==> config.mk <==
export PLATFORM = sky130hd
export DESIGN_NAME = secded_port
export DESIGN_NICKNAME = d
export VERILOG_FILES = /design/src/rtl/secded_pkg.sv /design/src/rtl/secded_ham.sv /design/src/rtl/secded_dec.sv /design/src/rtl/secded_err_cnt.sv /design/src/rtl/secded_port.sv
export SDC_FILE = /design/constraint.sdc
export NUM_CORES = 1
export LEC_CHECK = 0
export BUFFER_PORTS_ARGS = -buffer_cell sky130_fd_sc_hd__buf_4
export CORE_ASPECT_RATIO = 0.8
export CORE_MARGIN = 10
export CORE_UTILIZATION = 55
export DETAILED_ROUTE_END_ITERATION = 6
export PLACE_DENSITY = 0.85
export SLEW_MARGIN = 40
export SYNTH_ARGS = -nofsm -noshare
export SYNTH_HDL_FRONTEND = slang
export SYNTH_SLANG_ARGS = --single-unit
==> constraint.sdc <==
create_clock -name clk -period 7.01 [get_ports clk]
set_input_delay 0.701 -clock clk [delete_from_list [all_inputs] [get_ports clk]]
set_output_delay 0.701 -clock clk [all_outputs]
set_load 0.03 [all_outputs]
==> src/rtl/secded_pkg.sv <==
package secded_pkg;

    localparam int MAX_DW = 256;

    typedef enum logic [1:0] {
        DK_CLEAN    = 2'd0,
        DK_FIX_DATA = 2'd1,
        DK_FIX_CHK  = 2'd2,
        DK_FATAL    = 2'd3
    } dec_kind_t;

    typedef enum logic {
        ST_RUN  = 1'b0,
        ST_HALT = 1'b1
    } port_state_t;

    // Smallest r with 2^r >= dw + r + 1
    function automatic int unsigned ham_bits(int unsigned dw);
        int unsigned r;
        r = 0;
        for (int unsigned k = 1; k < 16; k++) begin
            if (r == 0 && (32'd1 << k) >= dw + k + 1) r = k;
        end
        return r;
    endfunction

    // Codeword position of data bit idx (positions that are powers of two are skipped)
    function automatic int unsigned code_pos(int unsigned idx, int unsigned hw);
        int unsigned p;
        p = idx + 1;
        for (int unsigned k = 0; k < hw; k++) begin
            if ((32'd1 << k) <= p) p = p + 1;
        end
        return p;
    endfunction

    // Data bits covered by parity bit k
    function automatic logic [MAX_DW-1:0] cover_mask(int unsigned dw, int unsigned hw, int unsigned k);
        logic [MAX_DW-1:0] m;
        m = '0;
        for (int unsigned i = 0; i < dw; i++) begin
            if (((code_pos(i, hw) >> k) & 32'd1) != 32'd0) m[i] = 1'b1;
        end
        return m;
    endfunction

endpackage

==> src/rtl/secded_ham.sv <==
module secded_ham
    import secded_pkg::*;
#(
    parameter int DATA_W = 32,
    parameter int HAM_W  = ham_bits(DATA_W)
) (
    input  logic [DATA_W-1:0] data_i,
    output logic [HAM_W-1:0]  ham_o
);

    for (genvar k = 0; k < HAM_W; k++) begin : g_par
        localparam logic [MAX_DW-1:0] COVER = cover_mask(DATA_W, HAM_W, k);
        assign ham_o[k] = ^(data_i & COVER[DATA_W-1:0]);
    end

endmodule

==> src/rtl/secded_dec.sv <==
module secded_dec
    import secded_pkg::*;
#(
    parameter int DATA_W = 32,
    parameter int HAM_W  = ham_bits(DATA_W),
    parameter int CHK_W  = HAM_W + 1
) (
    input  logic [DATA_W-1:0] data_i,
    input  logic [CHK_W-1:0]  chk_i,
    output logic [DATA_W-1:0] fixed_o,
    output dec_kind_t         kind_o
);

    logic [HAM_W-1:0]  ham_calc;
    logic [HAM_W-1:0]  syn;
    logic              par_odd;
    logic [DATA_W-1:0] hit;

    secded_ham #(.DATA_W(DATA_W), .HAM_W(HAM_W)) u_reham (
        .data_i (data_i),
        .ham_o  (ham_calc)
    );

    assign syn     = ham_calc ^ chk_i[HAM_W-1:0];
    assign par_odd = (^data_i) ^ (^chk_i);

    for (genvar i = 0; i < DATA_W; i++) begin : g_fix
        localparam int unsigned POS = code_pos(i, HAM_W);
        assign hit[i] = par_odd && (syn == POS[HAM_W-1:0]);
    end

    assign fixed_o = data_i ^ hit;

    always_comb begin
        if (!par_odd && syn == '0)
            kind_o = DK_CLEAN;
        else if (!par_odd)
            kind_o = DK_FATAL;
        else if (syn == '0 || $onehot(syn))
            kind_o = DK_FIX_CHK;
        else if (|hit)
            kind_o = DK_FIX_DATA;
        else
            kind_o = DK_FATAL;
    end

endmodule

==> src/rtl/secded_err_cnt.sv <==
module secded_err_cnt #(
    parameter int CNT_W = 8
) (
    input  logic             clk,
    input  logic             rst_n,
    input  logic             inc_i,
    input  logic             idle_i,
    output logic [CNT_W-1:0] snap_o
);

    localparam logic [CNT_W-1:0] CNT_MAX = '1;

    logic [CNT_W-1:0] cnt_q;

    always_ff @(posedge clk) begin
        if (!rst_n)
            cnt_q <= '0;
        else if (inc_i && cnt_q != CNT_MAX)
            cnt_q <= cnt_q + 1'b1;
    end

    always_ff @(posedge clk) begin
        if (!rst_n)
            snap_o <= '0;
        else if (idle_i)
            snap_o <= cnt_q;
    end

    AST_CNT_STEP: assert property (@(posedge clk) disable iff (!rst_n)
        (cnt_q != $past(cnt_q)) |-> (cnt_q == $past(cnt_q) + 1'b1));
    AST_CNT_SAT: assert property (@(posedge clk) disable iff (!rst_n)
        (cnt_q == CNT_MAX) |=> (cnt_q == CNT_MAX));
    AST_SNAP_HOLD: assert property (@(posedge clk) disable iff (!rst_n)
        !idle_i |=> $stable(snap_o));

endmodule

==> src/rtl/secded_port.sv <==
module secded_port
    import secded_pkg::*;
#(
    parameter int DATA_W = 32,
    parameter int CNT_W  = 8,
    parameter int HAM_W  = ham_bits(DATA_W),
    parameter int CHK_W  = HAM_W + 1
) (
    input  logic              clk,
    input  logic              rst_n,
    input  logic              err_mask_i,
    input  logic              backend_idle_i,
    input  logic              tx_valid_i,
    input  logic [DATA_W-1:0] tx_data_i,
    output logic              tx_valid_o,
    output logic [DATA_W-1:0] tx_data_o,
    output logic [CHK_W-1:0]  tx_chk_o,
    input  logic              rx_valid_i,
    input  logic [DATA_W-1:0] rx_data_i,
    input  logic [CHK_W-1:0]  rx_chk_i,
    output logic              rx_valid_o,
    output logic [DATA_W-1:0] rx_data_o,
    output logic              rx_corrected_o,
    output logic              rx_fatal_o,
    output logic              halt_req_o,
    output logic [CNT_W-1:0]  corr_count_o
);

    // ---------------- outgoing encoder ----------------
    logic [HAM_W-1:0] tx_ham;
    logic [CHK_W-1:0] tx_chk_d;

    secded_ham #(.DATA_W(DATA_W), .HAM_W(HAM_W)) u_tx_ham (
        .data_i (tx_data_i),
        .ham_o  (tx_ham)
    );

    assign tx_chk_d = {(^tx_data_i) ^ (^tx_ham), tx_ham};

    always_ff @(posedge clk) begin
        if (!rst_n) begin
            tx_valid_o <= 1'b0;
            tx_data_o  <= '0;
            tx_chk_o   <= '0;
        end else begin
            tx_valid_o <= tx_valid_i;
            if (tx_valid_i) begin
                tx_data_o <= tx_data_i;
                tx_chk_o  <= tx_chk_d;
            end
        end
    end

    // ---------------- incoming decoder ----------------
    logic [DATA_W-1:0] rx_fixed;
    dec_kind_t         rx_kind;
    logic              corr_evt;
    logic              fatal_evt;

    secded_dec #(.DATA_W(DATA_W), .HAM_W(HAM_W), .CHK_W(CHK_W)) u_rx_dec (
        .data_i  (rx_data_i),
        .chk_i   (rx_chk_i),
        .fixed_o (rx_fixed),
        .kind_o  (rx_kind)
    );

    assign corr_evt  = rx_valid_i && (rx_kind == DK_FIX_DATA || rx_kind == DK_FIX_CHK);
    assign fatal_evt = rx_valid_i && (rx_kind == DK_FATAL);

    always_ff @(posedge clk) begin
        if (!rst_n) begin
            rx_valid_o     <= 1'b0;
            rx_data_o      <= '0;
            rx_corrected_o <= 1'b0;
            rx_fatal_o     <= 1'b0;
        end else begin
            rx_valid_o     <= rx_valid_i;
            rx_data_o      <= rx_valid_i ? rx_fixed : '0;
            rx_corrected_o <= corr_evt;
            rx_fatal_o     <= fatal_evt;
        end
    end

    // ---------------- corrected-error counter ----------------
    secded_err_cnt #(.CNT_W(CNT_W)) u_cnt (
        .clk    (clk),
        .rst_n  (rst_n),
        .inc_i  (corr_evt),
        .idle_i (backend_idle_i),
        .snap_o (corr_count_o)
    );

    // ---------------- run / halt controller ----------------
    port_state_t state_q, state_nx;

    always_ff @(posedge clk) begin
        if (!rst_n)
            state_q <= ST_RUN;
        else
            state_q <= state_nx;
    end

    always_comb begin
        state_nx = state_q;
        unique case (state_q)
            ST_RUN:  if (fatal_evt && !err_mask_i) state_nx = ST_HALT;
            ST_HALT: state_nx = ST_HALT;
            default: state_nx = ST_RUN;
        endcase
    end

    always_comb begin
        unique case (state_q)
            ST_HALT: halt_req_o = 1'b1;
            default: halt_req_o = 1'b0;
        endcase
    end

    AST_HALT_STICKY: assert property (@(posedge clk) disable iff (!rst_n)
        halt_req_o |=> halt_req_o);
    AST_HALT_CAUSE: assert property (@(posedge clk) disable iff (!rst_n)
        $rose(halt_req_o) |-> rx_fatal_o);
    AST_HALT_UNMASKED: assert property (@(posedge clk) disable iff (!rst_n)
        $rose(halt_req_o) |-> !$past(err_mask_i));
    AST_FLAG_EXCL: assert property (@(posedge clk) disable iff (!rst_n)
        !(rx_corrected_o && rx_fatal_o));
    AST_FLAG_VALID: assert property (@(posedge clk) disable iff (!rst_n)
        (rx_corrected_o || rx_fatal_o) |-> rx_valid_o);

endmodule

==> results of run 1 <==
cell type report:
| type | instances | area (sq um) | share of cell area [%] |
|---|---|---|---|
| Inverter | 11 | 43.8 | 0.643 |
| Tap cell | 115 | 144 | 2.11 |
| Multi-Input combinational cell | 408 | 3240 | 47.6 |
| Sequential cell | 92 | 1840 | 27.0 |
| Timing Repair Buffer | 161 | 1210 | 17.7 |
| Clock inverter | 4 | 97.6 | 1.43 |
| Clock buffer | 12 | 236 | 3.47 |
sequential cells by signal, summed over array words and instances (netlist names):
register / count
state_q: 1
rx_valid_o: 1
tx_data_o: 32
rx_data_o: 32
tx_valid_o: 1
rx_fatal_o: 1
u_cnt.cnt_q: 8
rx_corrected_o: 1
u_cnt.snap_o: 8
tx_chk_o: 7
per-layer routing:
layer | routed length [microns] | vias up | GRT usage, %
li1 | - | 2059 | -
met1 | 6480 | 2057 | 27.3
met2 | 7340 | 169 | 34.1
met3 | 1320 | 21 | 7.14
met4 | 218 | 0 | 6.08
met5 | 0 | - | 0
per-stage QoR:
| stage | hold slack [ns] | instances | util (%) | area (sq um) | setup WS [ns] |
|---|---|---|---|---|---|
| 2_1_floorplan | 0.471 | 531 | - | 5210 | 2.25 |
| 3_3_place_gp | 0.474 | 787 | 70.7 | 6480 | 1.95 |
| 3_5_place_dp | 0.483 | 787 | 70.8 | 6480 | 1.73 |
| 4_1_cts | 0.499 | 803 | 74.5 | 6820 | 2.06 |
| 5_1_grt | 0.516 | 803 | 74.5 | 6820 | 1.75 |
| 6_report | 0.495 | 803 | 74.5 | 6820 | 2.00 |
worst max path at each step:
stage | start | end | slack (ns) | cells after the start
after floorplan | rx_data_i[9] | u_cnt.cnt_q[5]$_SDFFE_PN0P_ | 2.25 | 17
after global placement | rx_data_i[18] | u_cnt.cnt_q[5]$_SDFFE_PN0P_ | 1.95 | 17
after detailed placement | rx_data_i[18] | u_cnt.cnt_q[5]$_SDFFE_PN0P_ | 1.73 | 18
after CTS | rx_data_i[10] | u_cnt.cnt_q[5]$_SDFFE_PN0P_ | 2.06 | 18
after global routing | rx_data_i[10] | u_cnt.cnt_q[5]$_SDFFE_PN0P_ | 1.75 | 18
final | rx_data_i[18] | u_cnt.cnt_q[5]$_SDFFE_PN0P_ | 2.00 | 17
where the power goes:
| part | switching (mW) | total, mW | internal [mW] |
|---|---|---|---|
| Sequential | 0.0248 | 0.596 | 0.571 |
| Combinational | 0.898 | 1.51 | 0.608 |
| Clock | 0.202 | 0.551 | 0.349 |
synthesized netlist by cell type, drive strengths merged, types with 2 or more instances:
master / n
a211oi: 6
a21oi: 6
a31oi: 2
and3: 3
buf: 9
clkbuf: 11
dfxtp: 92
fa: 2
ha: 12
inv: 11
mux2i: 44
nand2: 24
nand2b: 3
nand3: 4
nand4: 3
nor2: 86
nor3: 30
o21ai: 10
or3: 4
xnor2: 111
xnor3: 20
xor2: 25
xor3: 2
kinds of logic after synthesis:
| logic type | after synthesis |
|---|---|
| AO/OA/AOI/OAI | 32 |
| flip-flops | 92 |
| multiplexers | 44 |
| buffers and inverters | 31 |
| AND/OR/NAND/NOR | 160 |
| adder cells (fa/ha/maj) | 14 |
| XOR/XNOR | 158 |
worst max-delay path, cell delays in order:
cell	delay, ns
buf_4	0.12
xnor3_1	0.38
xor2_1	0.38
xnor3_1	0.62
nand2b_1	0.37
inv_1	0.18
fa_1	0.44
ha_1	0.23
xnor2_1	0.14
a21oi_1	0.14
mux2i_1	0.08
a41o_1	0.22
ha_1	0.29
o211a_1	0.25
nand4_1	0.22
or3_1	0.36
a21oi_1	0.16
layout by cell type (no fill, tap or decap), types with 2 or more instances in the layout:
cell,Yosys,final
nand4_1,3,3
a211oi_1,6,6
inv_1,10,10
nor3_1,25,25
a21oi_1,6,6
clkbuf_16,0,9
ha_1,12,12
clkbuf_1,11,3
xor2_1,25,25
o21ai_0,10,10
xnor3_1,20,20
nand2_1,24,23
nand2b_1,3,3
dfxtp_1,92,92
nand3_1,4,4
nor2_1,86,86
a31oi_1,2,2
buf_4,0,161
fa_1,2,2
nor3_2,5,5
and3_1,3,3
xnor2_1,111,111
bufinv_16,0,3
mux2i_1,44,44
or3_1,4,4
==> impl_results.md, run 1 <==
- Minimum clock period: 5.01 ns
- Synth Area in XOR/XNOR: 32.4%
- Post-synth ARST share: 0%
- IO Port Bufs: 160
- Top_reg_cell synth: dfxtp_1
- RSZ-0062 raised after global routing: no
- Share of layout cells above drive strength 1: 26.5%
- Post-synthesis adder-cell area fraction: 3.65%
- Ports: 161
- DIE AREA: 0.0138 sq mm
- # fillers: 675
- Post-synth top area cell: dfxtp_1
- Crit path required time: 7.28 ns
- Final ANT Viol Nets: 0
- Initial DRC count: 428
- Setup CP Type: in -> reg
- GRT overflow: 0
- Post-synthesis compound-gate area fraction: 3.99%
- Flop2flop setup slack: 5.28 ns
- First-pass GRT wire length: 23.5 mm
- Hold path cells: 2
- Row count: 31
- Drt drc: 0
- Routed vias: 4306
- Net Count, Synth: 622
- CTS clk-pin slew, worst paths: 0.06 ns
- Post-DP HPWL: 12.0 mm
- Slew headroom: 54.2%
- Period utilization: 71.5%
- Post-synth EDFFs: 0
- GRT Overall Usage: 21.5%
- Gate count of the mapped netlist: 531
- Placer Congestion: 1.02
- Largest family of logic cells by synthesized area: XOR/XNOR gates
- Routed length per instance: 19.1 microns
- Status: complete, no violations
- Crit-path max FO: 10
- Max frequency: 200 MHz
- R2R cell count: 6
- Vias in the first global route: 4357
- Avg Cell Area, Syn: 9.81 sq um
- Setup TNS: 0 ns
- Max H-tree Level: 3
- Synthesized cell area: 0.00521 sq mm
- Netlist cell types: 39
- Initial antenna violation count: 0
- Antenna Cells: 0
- Peak supply drop: 462 uV
- Layout area overhead: 30.8%
- Hold Path Sink: tx_chk_o[5]$_SDFFE_PN0P_
- CP Data Arrival Time: 5.27 ns
- Worst R2R End: u_cnt.cnt_q[5]$_SDFFE_PN0P_
- Starting Density: 56.9%
- Final setup viols: 0
- Clock Tree Buf Depth: 2
- Yosys warns: 0
- Final Hold Violating Endpoints: 0
- Clock Skew: 0.00334 ns
- Slew Limit Fails: 0
- DR vias/cell: 5.36
- CTS tree: done
- Startpoint types: input port
- Slew @ Worst Pin: 0.687 ns
- Die height: 107 microns
- CTS buffer count: 9
- Die X: 129 microns
- Clock Tree Root: clkbuf_16
- Top post-synthesis cells by area: dfxtp_1 35%, xnor2_1 19%, xnor3_1 8.6%, mux2i_1 8.5%, nor2_1 6.2%
- Pin count of the biggest net entering global routing: 56
- Yosys top cell area share: 35.4%
- Final WL: 15.4 mm
- Final nets: 774
- Post-synthesis simple-gate area fraction: 13.7%
- Hold Startpoint: tx_chk_o[5]$_SDFFE_PN0P_
- HP Class: reg -> reg
- Leakage Power: 3.09 nW
- Worst reg2reg startpoint: u_cnt.cnt_q[0]$_SDFFE_PN0P_
- Worst skew pair latency: 0.34 ns
- Hold buffer count at CTS: 0
- #FFs+latches synth: 92
- Crit end category: flip-flop
- Setup bufs post-CTS: 0
- PostCTS Resize Cnt: 0
- Sequential area share after synthesis: 35.4%
- Core ar.: 0.00915 sq mm
- Initial DRT Pass Iterations: 5
- Total power: 2.65 mW
- Max-cap violations: 0
- Post-synthesis mux area share: 8.45%
- Power density over the cells: 389 mW/mm^2
- Num Clock Sinks: 92
(Power assumes the default switching activity.)
==> inputs of run 2 (changes only) <==
--- a/config.mk
+++ b/config.mk
@@ -5,12 +5,13 @@
 export SDC_FILE = /design/constraint.sdc
 export NUM_CORES = 1
 export LEC_CHECK = 0
+export ABC_AREA = 1
 export BUFFER_PORTS_ARGS = -buffer_cell sky130_fd_sc_hd__buf_4
 export CORE_ASPECT_RATIO = 0.8
 export CORE_MARGIN = 10
-export CORE_UTILIZATION = 55
+export CORE_UTILIZATION = 53
 export DETAILED_ROUTE_END_ITERATION = 6
-export PLACE_DENSITY = 0.85
+export PLACE_DENSITY = 0.81
 export SLEW_MARGIN = 40
 export SYNTH_ARGS = -nofsm -noshare
 export SYNTH_HDL_FRONTEND = slang
==> constraint.sdc (replaced) <==
create_clock -name clk -period 5.1 [get_ports clk]
set_input_delay 0.51 -clock clk [delete_from_list [all_inputs] [get_ports clk]]
set_output_delay 0.51 -clock clk [all_outputs]
set_load 0.03 [all_outputs]
==> run 2 against run 1 <==
Cell count grew 46%. First-iteration DRC count grew 16%. Routed wire length grew 15%. Area after synthesis grew 13%. Non-clock buffer count grew 3. Sequential power grew 35%. Critical endpoint is now u_cnt.cnt_q[7]$_SDFFE_PN0P_.
==> impl_results.md, run 2 <==
- Layout area overhead: 27.5%
- Finished Layout Cells: 1173 (+46%)
- Max-cap violations: 0 (unchanged)
- Startpoint types: input port
- Top-count cell post-synth: nand2_1
- Most common cell after layout, fill and taps aside: nand2_1
- Die X: 138 microns (+7.2%)
- Initial DRT Pass Iterations: 5 (unchanged)
- IO Port Bufs: 160 (unchanged)
- First-pass GRT wire length: 28.0 mm (+19%)
- Core ar.: 0.0109 sq mm (+19%)
- Design Area, Final: 0.00753 sq mm (+11%)
- Starting Density: 54.3% (-2.7 points)
- Period utilization: 91.8%
- Synth Area in XOR/XNOR: 17.4% (-15 points)
- DIE AREA: 0.0158 sq mm (+15%)
- Largest family of logic cells by synthesized area: simple AND/OR/NAND/NOR gates
- Crit-path max FO: 5 (-5)
- Post-synthesis compound-gate area fraction: 12.8% (+8.8 points)
- Post-synth top area cell: dfxtp_1
- CTS clk-pin slew, worst paths: 0.07 ns (about the same)
- Share of layout cells above drive strength 1: 19.2% (-7.2 points)
- Top_reg_cell synth: dfxtp_1
- Post-DP HPWL: 14.0 mm (+17%)
- DR vias/cell: 5.05 (-5.8%)
- Ports: 161 (unchanged)
- CTS buffer count: 9 (unchanged)
- CP max stage delay: 0.42 ns (-0.20 ns)
- Post-synth EDFFs: 0 (unchanged)
- Final Hold Violating Endpoints: 0 (unchanged)
- Clock Tree Buf Depth: 2 (unchanged)
- Gate count of the mapped netlist: 874 (+65%)
- Post-synthesis simple-gate area fraction: 26.7% (+13 points)
- Most frequent cells in the layout: 216 x nand2_1, 164 x buf_4, 99 x inv_1
- Pre-CTS WS: 0.0693 ns (-1.66 ns)
- GRT overflow: 0 (unchanged)
- Die height: 114 microns (+6.9%)
- Leakage Power: 3.89 nW (+26%)
- Worst skew pair latency: 0.34 ns (about the same)
- Synthesized cell area: 0.00591 sq mm (+13%)
- Initial antenna violation count: 0 (unchanged)
- Commonest cells in the netlist: 216 x nand2_1, 99 x inv_1, 92 x dfxtp_1
- Slew Limit Fails: 0 (unchanged)
- GRT Overall Usage: 21.3% (-0.13 points)
- Dpl cells: 1157 (+47%)
- Power density over the cells: 393 mW/mm^2 (+1.1%)
- Net Count, Synth: 965 (+55%)
- CP max-delay cell: fa_1
- Crit end category: flip-flop
- Netlist cell types: 34 (-13%)
- Setup CP Type: in -> reg
- Post-synthesis mux area share: 0% (-8.5 points)
- Antenna Cells: 0 (unchanged)
- Top post-synthesis cells by area: dfxtp_1 31%, nand2_1 14%, xor2_1 9.5%, xnor2_1 6.8%, inv_1 6.3%
- Sequential area share after synthesis: 31.2% (-4.2 points)
- Routed length per instance: 15.1 microns (-21%)
- Placer Congestion: 0.974 (-4.3%)
- Placed cell areas: 0.00719 sq mm (+11%)
- Reg area: 0.00184 sq mm (unchanged)
- Minimum clock period: 4.68 ns
- Routed vias: 5927 (+38%)
- Vias in the first global route: 5576 (+28%)
- Max frequency: 214 MHz
- HP Class: in -> reg
- Final ANT Viol Nets: 0 (unchanged)
- #FFs+latches synth: 92 (unchanged)
- Clock Tree Root: clkbuf_16
- Avg Cell Area, Syn: 6.76 sq um (-31%)
- Post-synthesis adder-cell area fraction: 3.22% (-0.43 points)
- Max H-tree Level: 3 (unchanged)
- Yosys warns: 0 (unchanged)
- Drt drc: 0 (unchanged)
- Area of the multi-input gates: 0.00356 sq mm (+9.8%)
- Clock Skew: 0.00272 ns (-0.000616 ns)
- Peak supply drop: 202 uV (-56%)
- Setup TNS: 0 ns (unchanged)
- RSZ-0062 raised after global routing: no
- # fillers: 933 (+38%)
- CTS tree: done
- Post-synth ARST share: 0% (unchanged)
- Initial DRC count: 498 (+16%)
- Row count: 34 (+9.7%)
- PnR worst setup slack: 0.416 ns (-1.58 ns)
- Hold buffer count at CTS: 0 (unchanged)
- Status: complete, no violations
- Final nets: 1115 (+44%)
- Cell Chain, Critical Path: buf_4 -> inv_1 -> nand2_1 -> nand2_1 -> xor2_1 -> xor2_1 -> xnor2_1 -> xor2_1 -> xor2_1 -> inv_1 -> ha_1 -> inv_1 -> fa_1 -> ha_1 -> a211oi_1 -> a21oi_1 -> ha_1 -> nand3_1 -> nor4_1 -> inv_1 -> nor4_2 -> a21oi_1 -> a211oi_1
- Final WL: 17.7 mm (+15%)
- Biggest regs: rx_data_o: 32 flops, tx_data_o: 32 flops
- Num Clock Sinks: 92 (unchanged)
- Slew @ Worst Pin: 0.788 ns (+0.101 ns)
- Yosys top cell area share: 31.2% (-4.2 points)
- CP Data Arrival Time: 4.94 ns (-0.33 ns)
- Slew headroom: 47.2% (-7.1 points)
- Pin count of the biggest net entering global routing: 56 (unchanged)
- Setup bufs post-CTS: 0 (unchanged)
- Crit path required time: 5.36 ns (-1.92 ns)
- Final setup viols: 0 (unchanged)
run 2: cell count changes in the layout (fill, tap and decap cells not counted), sizes merged, moves of 4 or more:
cell / delta
a21oi: +51
inv: +92
mux2i: -44
or3: -4
xnor3: -20
xnor2: -63
nand3: +49
o21ai: +58
nor3: -24
nand2: +198
nor4: +4
o21a: +9
xor2: +41
or2: +7
run 2: metrics by stage:
step,util [%],hold slack [ns],power (mW)
2_1_floorplan,-,0.437,1.84
3_3_place_gp,66.1,0.444,2.18
3_5_place_dp,66.1,0.454,2.20
4_1_cts,69.1,0.346,2.96
5_1_grt,69.2,0.365,3.17
6_report,69.2,0.353,2.96
run 2: worst paths after layout:
check / start / slack (ns) / to / cells past startpoint
setup / recovery: rx_data_i[1] / 0.42 / u_cnt.cnt_q[7]$_SDFFE_PN0P_ / 23
hold / removal: err_mask_i / 0.35 / state_q$_SDFF_PN0_ / 2
setup reg to reg: u_cnt.cnt_q[0]$_SDFFE_PN0P_ / 3.28 / u_cnt.cnt_q[7]$_SDFFE_PN0P_ / 10
hold reg to reg: state_q$_SDFF_PN0_ / 0.47 / state_q$_SDFF_PN0_ / 2
run 2: worst max-delay path, delay by kind of cell:
kind,cells,cell delay [ns]
buf+inv,5,0.51
fa+ha+maj,4,1.33
simple gates,5,0.75
xor+xnor,5,1.13
compound gates,4,0.67
run 2: what timing repair did:
action	CTS	global route
endpoints found under the setup margin	0	1
endpoints found under the hold margin	0	0
resized for setup	0	1
run 2: metal layers:
| layer | share of wire (%) | vias to the layer above | track usage [%] |
|---|---|---|---|
| met2 | 43 | 232 | 32.9 |
| met1 | 46 | 2627 | 29.2 |
| met3 | 9.2 | 22 | 5.35 |
| met5 | 0 | - | 0 |
| met4 | 1.6 | 0 | 5.19 |
| li1 | - | 3046 | - |
run 2: kinds of logic after synthesis:
logic type	after synthesis
buffers and inverters	128
and+or+nand+nor	384
xor gates and xnor gates	114
DFF	92
adders and majority gates	14
AOI/OAI and AO/OA	142
run 2: layout make-up:
type / instances / share of cell area [%]
Timing Repair Buffer: 164 / 16.3
Multi-Input combinational cell: 654 / 47.3
Clock inverter: 6 / 1.26
Tap cell: 144 / 2.39
Inverter: 103 / 5.13
Clock buffer: 10 / 3.17
Sequential cell: 92 / 24.4
run 2: where the power goes:
group,internal (mW),switching [mW]
Combinational,0.510,0.907
Clock,0.447,0.296
Sequential,0.778,0.0245
